`src/rtl/pcm_pc_pkg.sv`:
```
package pcm_pc_pkg;

    typedef enum logic [1:0] {
        PIN_LOW    = 2'd0,
        PIN_HIGH   = 2'd1,
        PIN_TOGGLE = 2'd2
    } pin_cls_e;

    typedef enum logic [1:0] {
        DIV_2048 = 2'd0,
        DIV_1536 = 2'd1,
        DIV_1544 = 2'd2
    } div_mode_e;

    typedef enum logic {
        PW_DOWN = 1'b0,
        PW_UP   = 1'b1
    } pwr_st_e;

    // master clock edges per sub-frame tick
    localparam int RATIO_WIDE   = 8;
    localparam int RATIO_NARROW = 6;
    // master clock edges per frame (narrow frame without the absorbed edge)
    localparam int FRAME_WIDE   = 256;
    localparam int FRAME_NARROW = 192;

endpackage

```
`src/rtl/pcm_pc_sync_edge.sv`:
```
module pcm_pc_sync_edge #(
    parameter int STAGES = 2
) (
    input  logic clk,
    input  logic rst_n,
    input  logic d_i,
    output logic level_o,
    output logic edge_o
);
    logic [STAGES:0] sh_d, sh_q;

    always_comb begin
        sh_d = {sh_q[STAGES-1:0], d_i};
    end

    always_ff @(posedge clk or negedge rst_n) begin
        if (!rst_n) sh_q <= '0;
        else        sh_q <= sh_d;
    end

    assign level_o = sh_q[STAGES-1];
    assign edge_o  = sh_q[STAGES-1] ^ sh_q[STAGES];
endmodule

```
`src/rtl/pcm_pc_pin_class.sv`:
```
module pcm_pc_pin_class
    import pcm_pc_pkg::*;
#(
    parameter int STATIC_CYC = 8
) (
    input  logic     clk,
    input  logic     rst_n,
    input  logic     pin_i,
    output pin_cls_e cls_o
);
    localparam int CW = $clog2(STATIC_CYC + 1);
    localparam logic [CW-1:0] CNT_SAT = CW'(STATIC_CYC);

    typedef struct packed {
        logic [CW-1:0] quiet;
    } cls_st_t;

    cls_st_t st_d, st_q;
    logic    lvl, edg;

    pcm_pc_sync_edge #(.STAGES(2)) u_sync (
        .clk     (clk),
        .rst_n   (rst_n),
        .d_i     (pin_i),
        .level_o (lvl),
        .edge_o  (edg)
    );

    always_comb begin
        st_d = st_q;
        if (edg)                    st_d.quiet = '0;
        else if (st_q.quiet != CNT_SAT) st_d.quiet = st_q.quiet + 1'b1;
    end

    always_ff @(posedge clk or negedge rst_n) begin
        if (!rst_n) st_q.quiet <= CNT_SAT;
        else        st_q       <= st_d;
    end

    always_comb begin
        if (st_q.quiet != CNT_SAT) cls_o = PIN_TOGGLE;
        else if (lvl)              cls_o = PIN_HIGH;
        else                       cls_o = PIN_LOW;
    end
endmodule

```
`src/rtl/pcm_pc_power_fsm.sv`:
```
module pcm_pc_power_fsm
    import pcm_pc_pkg::*;
#(
    parameter int TIMEOUT_CYC = 8000,
    localparam int IW = $clog2(TIMEOUT_CYC + 1)
) (
    input  logic          clk,
    input  logic          rst_n,
    input  logic          pd_high_i,
    input  logic          fsx_rise_i,
    input  logic          fsr_rise_i,
    output logic          pwr_up_o,
    output logic          tx_en_o,
    output logic [IW-1:0] idle_o
);
    localparam logic [IW-1:0] IDLE_LAST = IW'(TIMEOUT_CYC - 1);

    typedef struct packed {
        pwr_st_e       st;
        logic [1:0]    fsx_seen;
        logic          tx_en;
        logic [IW-1:0] idle;
    } pwr_t;

    pwr_t s_d, s_q;
    logic any_rise;

    assign any_rise = fsx_rise_i | fsr_rise_i;

    always_comb begin
        s_d = s_q;
        if (pd_high_i) begin
            s_d = '0;
        end else if (s_q.st == PW_DOWN) begin
            if (any_rise) begin
                s_d.st       = PW_UP;
                s_d.idle     = '0;
                s_d.fsx_seen = fsx_rise_i ? 2'd1 : 2'd0;
            end
        end else begin
            if (any_rise) begin
                s_d.idle = '0;
                if (fsx_rise_i && s_q.fsx_seen != 2'd2)
                    s_d.fsx_seen = s_q.fsx_seen + 2'd1;
            end else if (s_q.idle == IDLE_LAST) begin
                s_d = '0;
            end else begin
                s_d.idle = s_q.idle + 1'b1;
            end
        end
        s_d.tx_en = (s_d.st == PW_UP) && (s_d.fsx_seen == 2'd2);
    end

    always_ff @(posedge clk or negedge rst_n) begin
        if (!rst_n) s_q <= '0;
        else        s_q <= s_d;
    end

    assign pwr_up_o = (s_q.st == PW_UP);
    assign tx_en_o  = s_q.tx_en;
    assign idle_o   = s_q.idle;
endmodule

```
`src/rtl/pcm_pc_frame_div.sv`:
```
module pcm_pc_frame_div
    import pcm_pc_pkg::*;
(
    input  logic      clk,
    input  logic      rst_n,
    input  logic      run_i,
    input  logic      mclk_rise_i,
    input  div_mode_e mode_i,
    output logic      sub_tick_o,
    output logic      frame_start_o
);
    localparam int FIW = $clog2(FRAME_WIDE);
    localparam int SW  = $clog2(RATIO_WIDE);
    localparam logic [FIW-1:0] LAST_WIDE   = FIW'(FRAME_WIDE - 1);
    localparam logic [FIW-1:0] LAST_NARROW = FIW'(FRAME_NARROW - 1);
    localparam logic [FIW-1:0] SWALLOW_IDX = FIW'(FRAME_NARROW);
    localparam logic [SW-1:0]  RLAST_WIDE  = SW'(RATIO_WIDE - 1);
    localparam logic [SW-1:0]  RLAST_NAR   = SW'(RATIO_NARROW - 1);

    typedef struct packed {
        div_mode_e      mode;
        logic [FIW-1:0] idx;
        logic [SW-1:0]  sub;
        logic           tick;
        logic           fstart;
    } div_t;

    div_t d_d, d_q;
    logic [FIW-1:0] frame_last;
    logic [SW-1:0]  ratio_last;
    logic           swallow;

    always_comb begin
        case (d_q.mode)
            DIV_1536: frame_last = LAST_NARROW;
            DIV_1544: frame_last = SWALLOW_IDX;
            default:  frame_last = LAST_WIDE;
        endcase
        ratio_last = (d_q.mode == DIV_2048) ? RLAST_WIDE : RLAST_NAR;
        swallow    = (d_q.mode == DIV_1544) && (d_q.idx == SWALLOW_IDX);
    end

    always_comb begin
        d_d        = d_q;
        d_d.mode   = mode_i;
        d_d.tick   = 1'b0;
        d_d.fstart = 1'b0;
        if (!run_i || mode_i != d_q.mode) begin
            d_d.idx = '0;
            d_d.sub = '0;
        end else if (mclk_rise_i) begin
            if (!swallow) begin
                d_d.tick   = (d_q.sub == '0);
                d_d.fstart = (d_q.idx == '0);
                d_d.sub    = (d_q.sub == ratio_last) ? '0 : d_q.sub + 1'b1;
            end
            d_d.idx = (d_q.idx == frame_last) ? '0 : d_q.idx + 1'b1;
        end
    end

    always_ff @(posedge clk or negedge rst_n) begin
        if (!rst_n) d_q <= '{mode: DIV_2048, idx: '0, sub: '0, tick: 1'b0, fstart: 1'b0};
        else        d_q <= d_d;
    end

    assign sub_tick_o    = d_q.tick;
    assign frame_start_o = d_q.fstart;
endmodule

```
`src/rtl/pcm_pwr_clk_ctrl.sv`:
```
module pcm_pwr_clk_ctrl
    import pcm_pc_pkg::*;
#(
    parameter int STATIC_CYC     = 64,
    parameter int TIMEOUT_CYC    = 100000,
    parameter bit DEFAULT_NARROW = 1'b0
) (
    input  logic       clk,
    input  logic       rst_n,
    input  logic       mclkx_i,
    input  logic       mclkr_pd_i,
    input  logic       bclkr_sel_i,
    input  logic       fsx_i,
    input  logic       fsr_i,
    input  logic       sel_193_i,
    output logic       pwr_up_o,
    output logic       tx_out_en_o,
    output logic       rx_mclk_own_o,
    output logic       rx_bclk_own_o,
    output logic [1:0] div_mode_o,
    output logic       sub_tick_o,
    output logic       frame_start_o
);
    localparam int N_DUAL = 2;   // index 0: power-down pin, 1: clock-select pin
    localparam int N_EDGE = 3;   // index 0: fsx, 1: fsr, 2: mclkx
    localparam int IW     = $clog2(TIMEOUT_CYC + 1);

    typedef struct packed {
        logic      mclk_own;
        logic      bclk_own;
        div_mode_e mode;
    } sel_t;

    logic [N_DUAL-1:0] dual_pin;
    pin_cls_e          dual_cls [N_DUAL];
    logic [N_EDGE-1:0] edge_pin, edge_lvl, edge_chg, edge_rise;

    pin_cls_e      pd_cls, bclk_cls;
    logic          fs_any_rise;
    logic [IW-1:0] fsm_idle;
    sel_t          sel_d, sel_q;
    div_mode_e     narrow_mode;

    assign dual_pin = {bclkr_sel_i, mclkr_pd_i};
    assign edge_pin = {mclkx_i, fsr_i, fsx_i};

    for (genvar g = 0; g < N_DUAL; g++) begin : g_cls
        pcm_pc_pin_class #(.STATIC_CYC(STATIC_CYC)) u_cls (
            .clk   (clk),
            .rst_n (rst_n),
            .pin_i (dual_pin[g]),
            .cls_o (dual_cls[g])
        );
    end

    for (genvar e = 0; e < N_EDGE; e++) begin : g_edge
        pcm_pc_sync_edge #(.STAGES(2)) u_sync (
            .clk     (clk),
            .rst_n   (rst_n),
            .d_i     (edge_pin[e]),
            .level_o (edge_lvl[e]),
            .edge_o  (edge_chg[e])
        );
    end

    assign edge_rise   = edge_lvl & edge_chg;
    assign pd_cls      = dual_cls[0];
    assign bclk_cls    = dual_cls[1];
    assign fs_any_rise = edge_rise[0] | edge_rise[1];

    always_comb begin
        narrow_mode    = sel_193_i ? DIV_1544 : DIV_1536;
        sel_d          = sel_q;
        sel_d.mclk_own = (pd_cls == PIN_TOGGLE);
        sel_d.bclk_own = (bclk_cls == PIN_TOGGLE);
        case (bclk_cls)
            PIN_HIGH:   sel_d.mode = narrow_mode;
            PIN_TOGGLE: sel_d.mode = DEFAULT_NARROW ? narrow_mode : DIV_2048;
            default:    sel_d.mode = DIV_2048;
        endcase
    end

    always_ff @(posedge clk or negedge rst_n) begin
        if (!rst_n) sel_q <= '{mclk_own: 1'b0, bclk_own: 1'b0, mode: DIV_2048};
        else        sel_q <= sel_d;
    end

    pcm_pc_power_fsm #(.TIMEOUT_CYC(TIMEOUT_CYC)) u_pwr (
        .clk        (clk),
        .rst_n      (rst_n),
        .pd_high_i  (pd_cls == PIN_HIGH),
        .fsx_rise_i (edge_rise[0]),
        .fsr_rise_i (edge_rise[1]),
        .pwr_up_o   (pwr_up_o),
        .tx_en_o    (tx_out_en_o),
        .idle_o     (fsm_idle)
    );

    pcm_pc_frame_div u_div (
        .clk           (clk),
        .rst_n         (rst_n),
        .run_i         (pwr_up_o),
        .mclk_rise_i   (edge_rise[2]),
        .mode_i        (sel_q.mode),
        .sub_tick_o    (sub_tick_o),
        .frame_start_o (frame_start_o)
    );

    assign rx_mclk_own_o = sel_q.mclk_own;
    assign rx_bclk_own_o = sel_q.bclk_own;
    assign div_mode_o    = sel_q.mode;
endmodule

```
`config.mk`:
```
export PLATFORM = sky130hd
export DESIGN_NAME = pcm_pwr_clk_ctrl
export DESIGN_NICKNAME = d
export VERILOG_FILES = /design/src/rtl/pcm_pc_pkg.sv /design/src/rtl/pcm_pc_sync_edge.sv /design/src/rtl/pcm_pc_pin_class.sv /design/src/rtl/pcm_pc_power_fsm.sv /design/src/rtl/pcm_pc_frame_div.sv /design/src/rtl/pcm_pwr_clk_ctrl.sv
export SDC_FILE = /design/constraint.sdc
export NUM_CORES = 1
export LEC_CHECK = 0
export ABC_CLOCK_PERIOD_IN_PS = 3700
export CAP_MARGIN = 15
export CORE_MARGIN = 5
export CORE_UTILIZATION = 35
export CTS_BUF_LIST = sky130_fd_sc_hd__clkbuf_8
export CTS_CLUSTER_SIZE = 30
export DETAILED_ROUTE_END_ITERATION = 16
export GPL_TIMING_DRIVEN = 0
export HOLD_SLACK_MARGIN = 0.12
export MAX_ROUTING_LAYER = met4
export PLACE_DENSITY = 0.63
export SLEW_MARGIN = 15
export SYNTH_ARGS = -nofsm -noshare
export SYNTH_HDL_FRONTEND = slang
export SYNTH_SLANG_ARGS = --single-unit
```
`constraint.sdc`:
```
create_clock -name clk -period 3.7 [get_ports clk]
set_input_delay 1.11 -clock clk [delete_from_list [all_inputs] [get_ports clk]]
set_output_delay 1.11 -clock clk [all_outputs]
set_load 0.005 [all_outputs]
```
==> results of run 1 <==
==> sequential cells by signal, indices dropped and copies added, names as in the netlist, 2 cells and up <==
register                 count
u_pwr.idle_o                17
g_cls.u_cls.st_q            14
u_div.d_q                   13
g_edge.u_sync.sh_q           9
g_cls.u_cls.u_sync.sh_q      6
div_mode_o                   2
u_pwr.s_q                    2
==> report_power, final <==
part / switching, W / internal [W]
Combinational: 0.000164 / 0.000150
Sequential: 0.0000981 / 0.000847
Clock: 0.000284 / 0.000307
==> through the flow <==
stage	TNS (ns)	std cells	utilization
finish	0	463	0.4112
global route	0	463	0.4112
CTS	0	463	0.4112
detailed placement	0	447	0.3903
global placement	-57.60	446	0.3876
floorplan	0	320	-
==> layout by cell type (no fill, tap or decap), types with 4 or more instances in the layout <==
cell / synthesis / layout
clkbuf_8: 0 / 9
or3_1: 6 / 6
nand3_1: 26 / 26
o21ai_0: 9 / 9
a41oi_1: 5 / 5
nor3_1: 5 / 5
a21oi_1: 14 / 14
ha_1: 10 / 10
clkdlybuf4s50_1: 0 / 14
and3_1: 5 / 5
nor2b_1: 6 / 6
dfrtp_1: 67 / 67
xnor2_1: 12 / 12
xor2_1: 10 / 10
nand4_1: 4 / 4
buf_2: 4 / 4
nand2b_1: 6 / 6
clkbuf_1: 6 / 6
inv_1: 14 / 15
a31oi_1: 14 / 14
nand2_1: 32 / 32
nor2_1: 26 / 26
==> routing by layer <==
| layer | vias up | share of wire | track usage | wire, µm |
|---|---|---|---|---|
| li1 | 1187 | - | - | - |
| met4 | 0 | 0.019 | 0.05662 | 116 |
| met1 | 1151 | 0.49 | 0.1559 | 2912 |
| met2 | 43 | 0.46 | 0.1799 | 2735 |
| met3 | 10 | 0.034 | 0.02348 | 203 |
| met5 | - | 0 | - | 0 |
==> cell families after synthesis <==
logic type | share of synthesized area
buffers and inverters | 0.03705
AO/OA/AOI/OAI | 0.09779
AND/OR/NAND/NOR | 0.2368
XOR/XNOR | 0.05882
flip-flops | 0.5279
adder cells (fa/ha/maj) | 0.03820
multiplexers | 0.003437
==> critical path: cells and delay by family, from the launching register on <==
kind                   cells  cell delay, ns
flip-flops                 1            0.39
buffers and inverters      2            0.62
==> area by class of cell <==
class / instances / area share
clock buffer: 9 / 0.03276
clock inverter: 7 / 0.01787
multi-input combinational: 224 / 0.3769
sequential: 69 / 0.4573
timing repair buffer: 16 / 0.04633
buffer: 13 / 0.01820
tap: 111 / 0.03673
inverter: 14 / 0.01390
==> path summary, 6_finish.rpt <==
| check | start | end | slack, ns | cells past startpoint |
|---|---|---|---|---|
| max in group asynchronous | rst_n | g_cls[0].u_cls.st_q[6]$_DFFE_PN1P_ | 2.47 | 2 |
| min reg2reg | g_edge[2].u_sync.sh_q[0]$_DFF_PN0_ | g_edge[2].u_sync.sh_q[1]$_DFF_PN0_ | 0.35 | 0 |
| max reg2reg | g_cls[0].u_cls.st_q[0]$_DFFE_PN0P_ | u_pwr.idle_o[11]$_DFFE_PN0P_ | 1.57 | 8 |
| min | g_edge[2].u_sync.sh_q[0]$_DFF_PN0_ | g_edge[2].u_sync.sh_q[1]$_DFF_PN0_ | 0.35 | 0 |
| min in group asynchronous | rst_n | u_pwr.s_q[18]$_DFF_PN0_ | 0.66 | 1 |
| max | div_mode_o[1]$_DFF_PN0_ | div_mode_o[1] | 1.25 | 2 |
==> metrics, run 1 <==
status=finished clean; relative slew slack=0.4493; Cells after Synth=320; die area=approximately 0.011 mm²; post-route cell area=between 0.003 and 0.004 mm²; post-CTS sizing=0; number of DRC markers in iteration 0=about 140; Ant. Diodes=0; Fin. Hold Viols=0; final wirelength=~6000 µm; first-pass GRT wire length=roughly 11000 µm; Clk Latency, worst-skew pair=0.34 ns; WHS=approximately 0.35 ns; H-tree Lvls=3; WS Path Type=flop to primary output; Pleak=roughly 1.6 nW; hpwl dp=between 4000 and 5000 µm; worst slew pin tran=around 0.8 ns; Final Setup Violations=0; ANT nets after route=0; top cell type's share of synthesized area=0.5118; YS warnings=0; CP max stage delay=0.49 ns; Chip Height=about 110 µm; max-cap check violation count=0; DR vias/cell=a little over 5; Core ar.=0.009196 mm²; CP max stage cell=clkdlybuf4s50_1; routed wire length per instance=12.89 µm; clock sink count=69; top cells by area, synth=dfrtp_1, nand3_1, ha_1; Worst EP required=about 2.6 ns; pre-CTS WS=1.556 ns; crit share post-route=0.6627; cell area power density=slightly below 500 mW/mm²; Root Buffer=clkbuf_8; crit path DAT=1.34 ns; drt first pass iters=4; predominant post-synthesis flop cell=dfrtp_1; Post-synth EDFFs=0; register area=about 0.0017 mm²; Fmax achieved=just over 400 MHz; GPL Wtd Cong=0.8453; Worst VDD drop=about 210 µV; Unique masters post-synth=46; syn nets=between 300 and 400; cts bufs inserted=9; layout cells sized above 1=0.09375; overall routing resource usage=0.1196; post-CTS setup buffer count=0; # port buffers=15; Vias=approximately 2.4k; crit path time final=between 2 and 2.5 ns; residual DRC count=0; critical path capture point type=primary output; DP Area=~0.0036 mm²; num rows=35; critical-path maximum fanout=3; largest net degree at the start of global routing=between 40 and 50; count leader, synth=dfrtp_1; async set-reset flop share out of synthesis=1.000; RSZ-0062 raised after global routing=no; final net count=365; number of fillers in the final layout=approximately 890; synthesized area=0.003276 mm²; register area share after synthesis=0.5279; multi-input logic area=around 0.0014 mm²; initial antenna violation count=0; fin worst setup slack=1.248 ns; cell taking the most area after synthesis=dfrtp_1; Max clock buf depth=2; Initial Utilization=0.3562; Die Wd=about 110 µm; Hold Path Class=flop to flop; GRT overflow=0; type of origin of the critical path=flop; post-synthesis average cell area=a little over 10 µm²; cell-by-cell trace of the critical path=buf_4 -> clkdlybuf4s50_1; CTS clock-pin slew for the worst setup and hold paths=approximately 0.080 ns; CTS tree=done; Final Slew Violations=0; Synth-to-Final Area Change=15.43%; vias in the first global route=~2.3k; Final Skew=0.01133 ns; total design power=between 0.0015 and 0.002 W; # IOs=16; most frequent cells after synthesis=dfrtp_1, nand2_1, nand3_1, nor2_1; CTS hold repair buffers=0; #FFs+latches synth=69
Note: power is estimated with default switching activity, not from simulation.
==> run 2: changes to the inputs <==
- ABC_CLOCK_PERIOD_IN_PS: 3700 -> 2400
- clock period: 3.7 -> 2.4 ns (I/O delays scaled with it)
==> results of run 2 <==
Same layout as run 1 (identical final DEF). Status: finished clean.
Among the figures that moved: setup slack after placement 1.556 ns -> 0.2558 ns; setup slack after layout 1.248 ns -> 0.2688 ns; hold slack 0.3478 ns -> 0.2691 ns; start point of the critical path div_mode_o[1]$_DFF_PN0_ -> g_cls[0].u_cls.st_q[0]$_DFFE_PN0P_; end point of the critical path div_mode_o[1] -> u_pwr.idle_o[11]$_DFFE_PN0P_; register-to-register setup slack 1.57 ns -> 0.27 ns; total power 0.001850 W -> 0.002853 W; worst IR drop on VDD 212.1 µV -> 327.1 µV
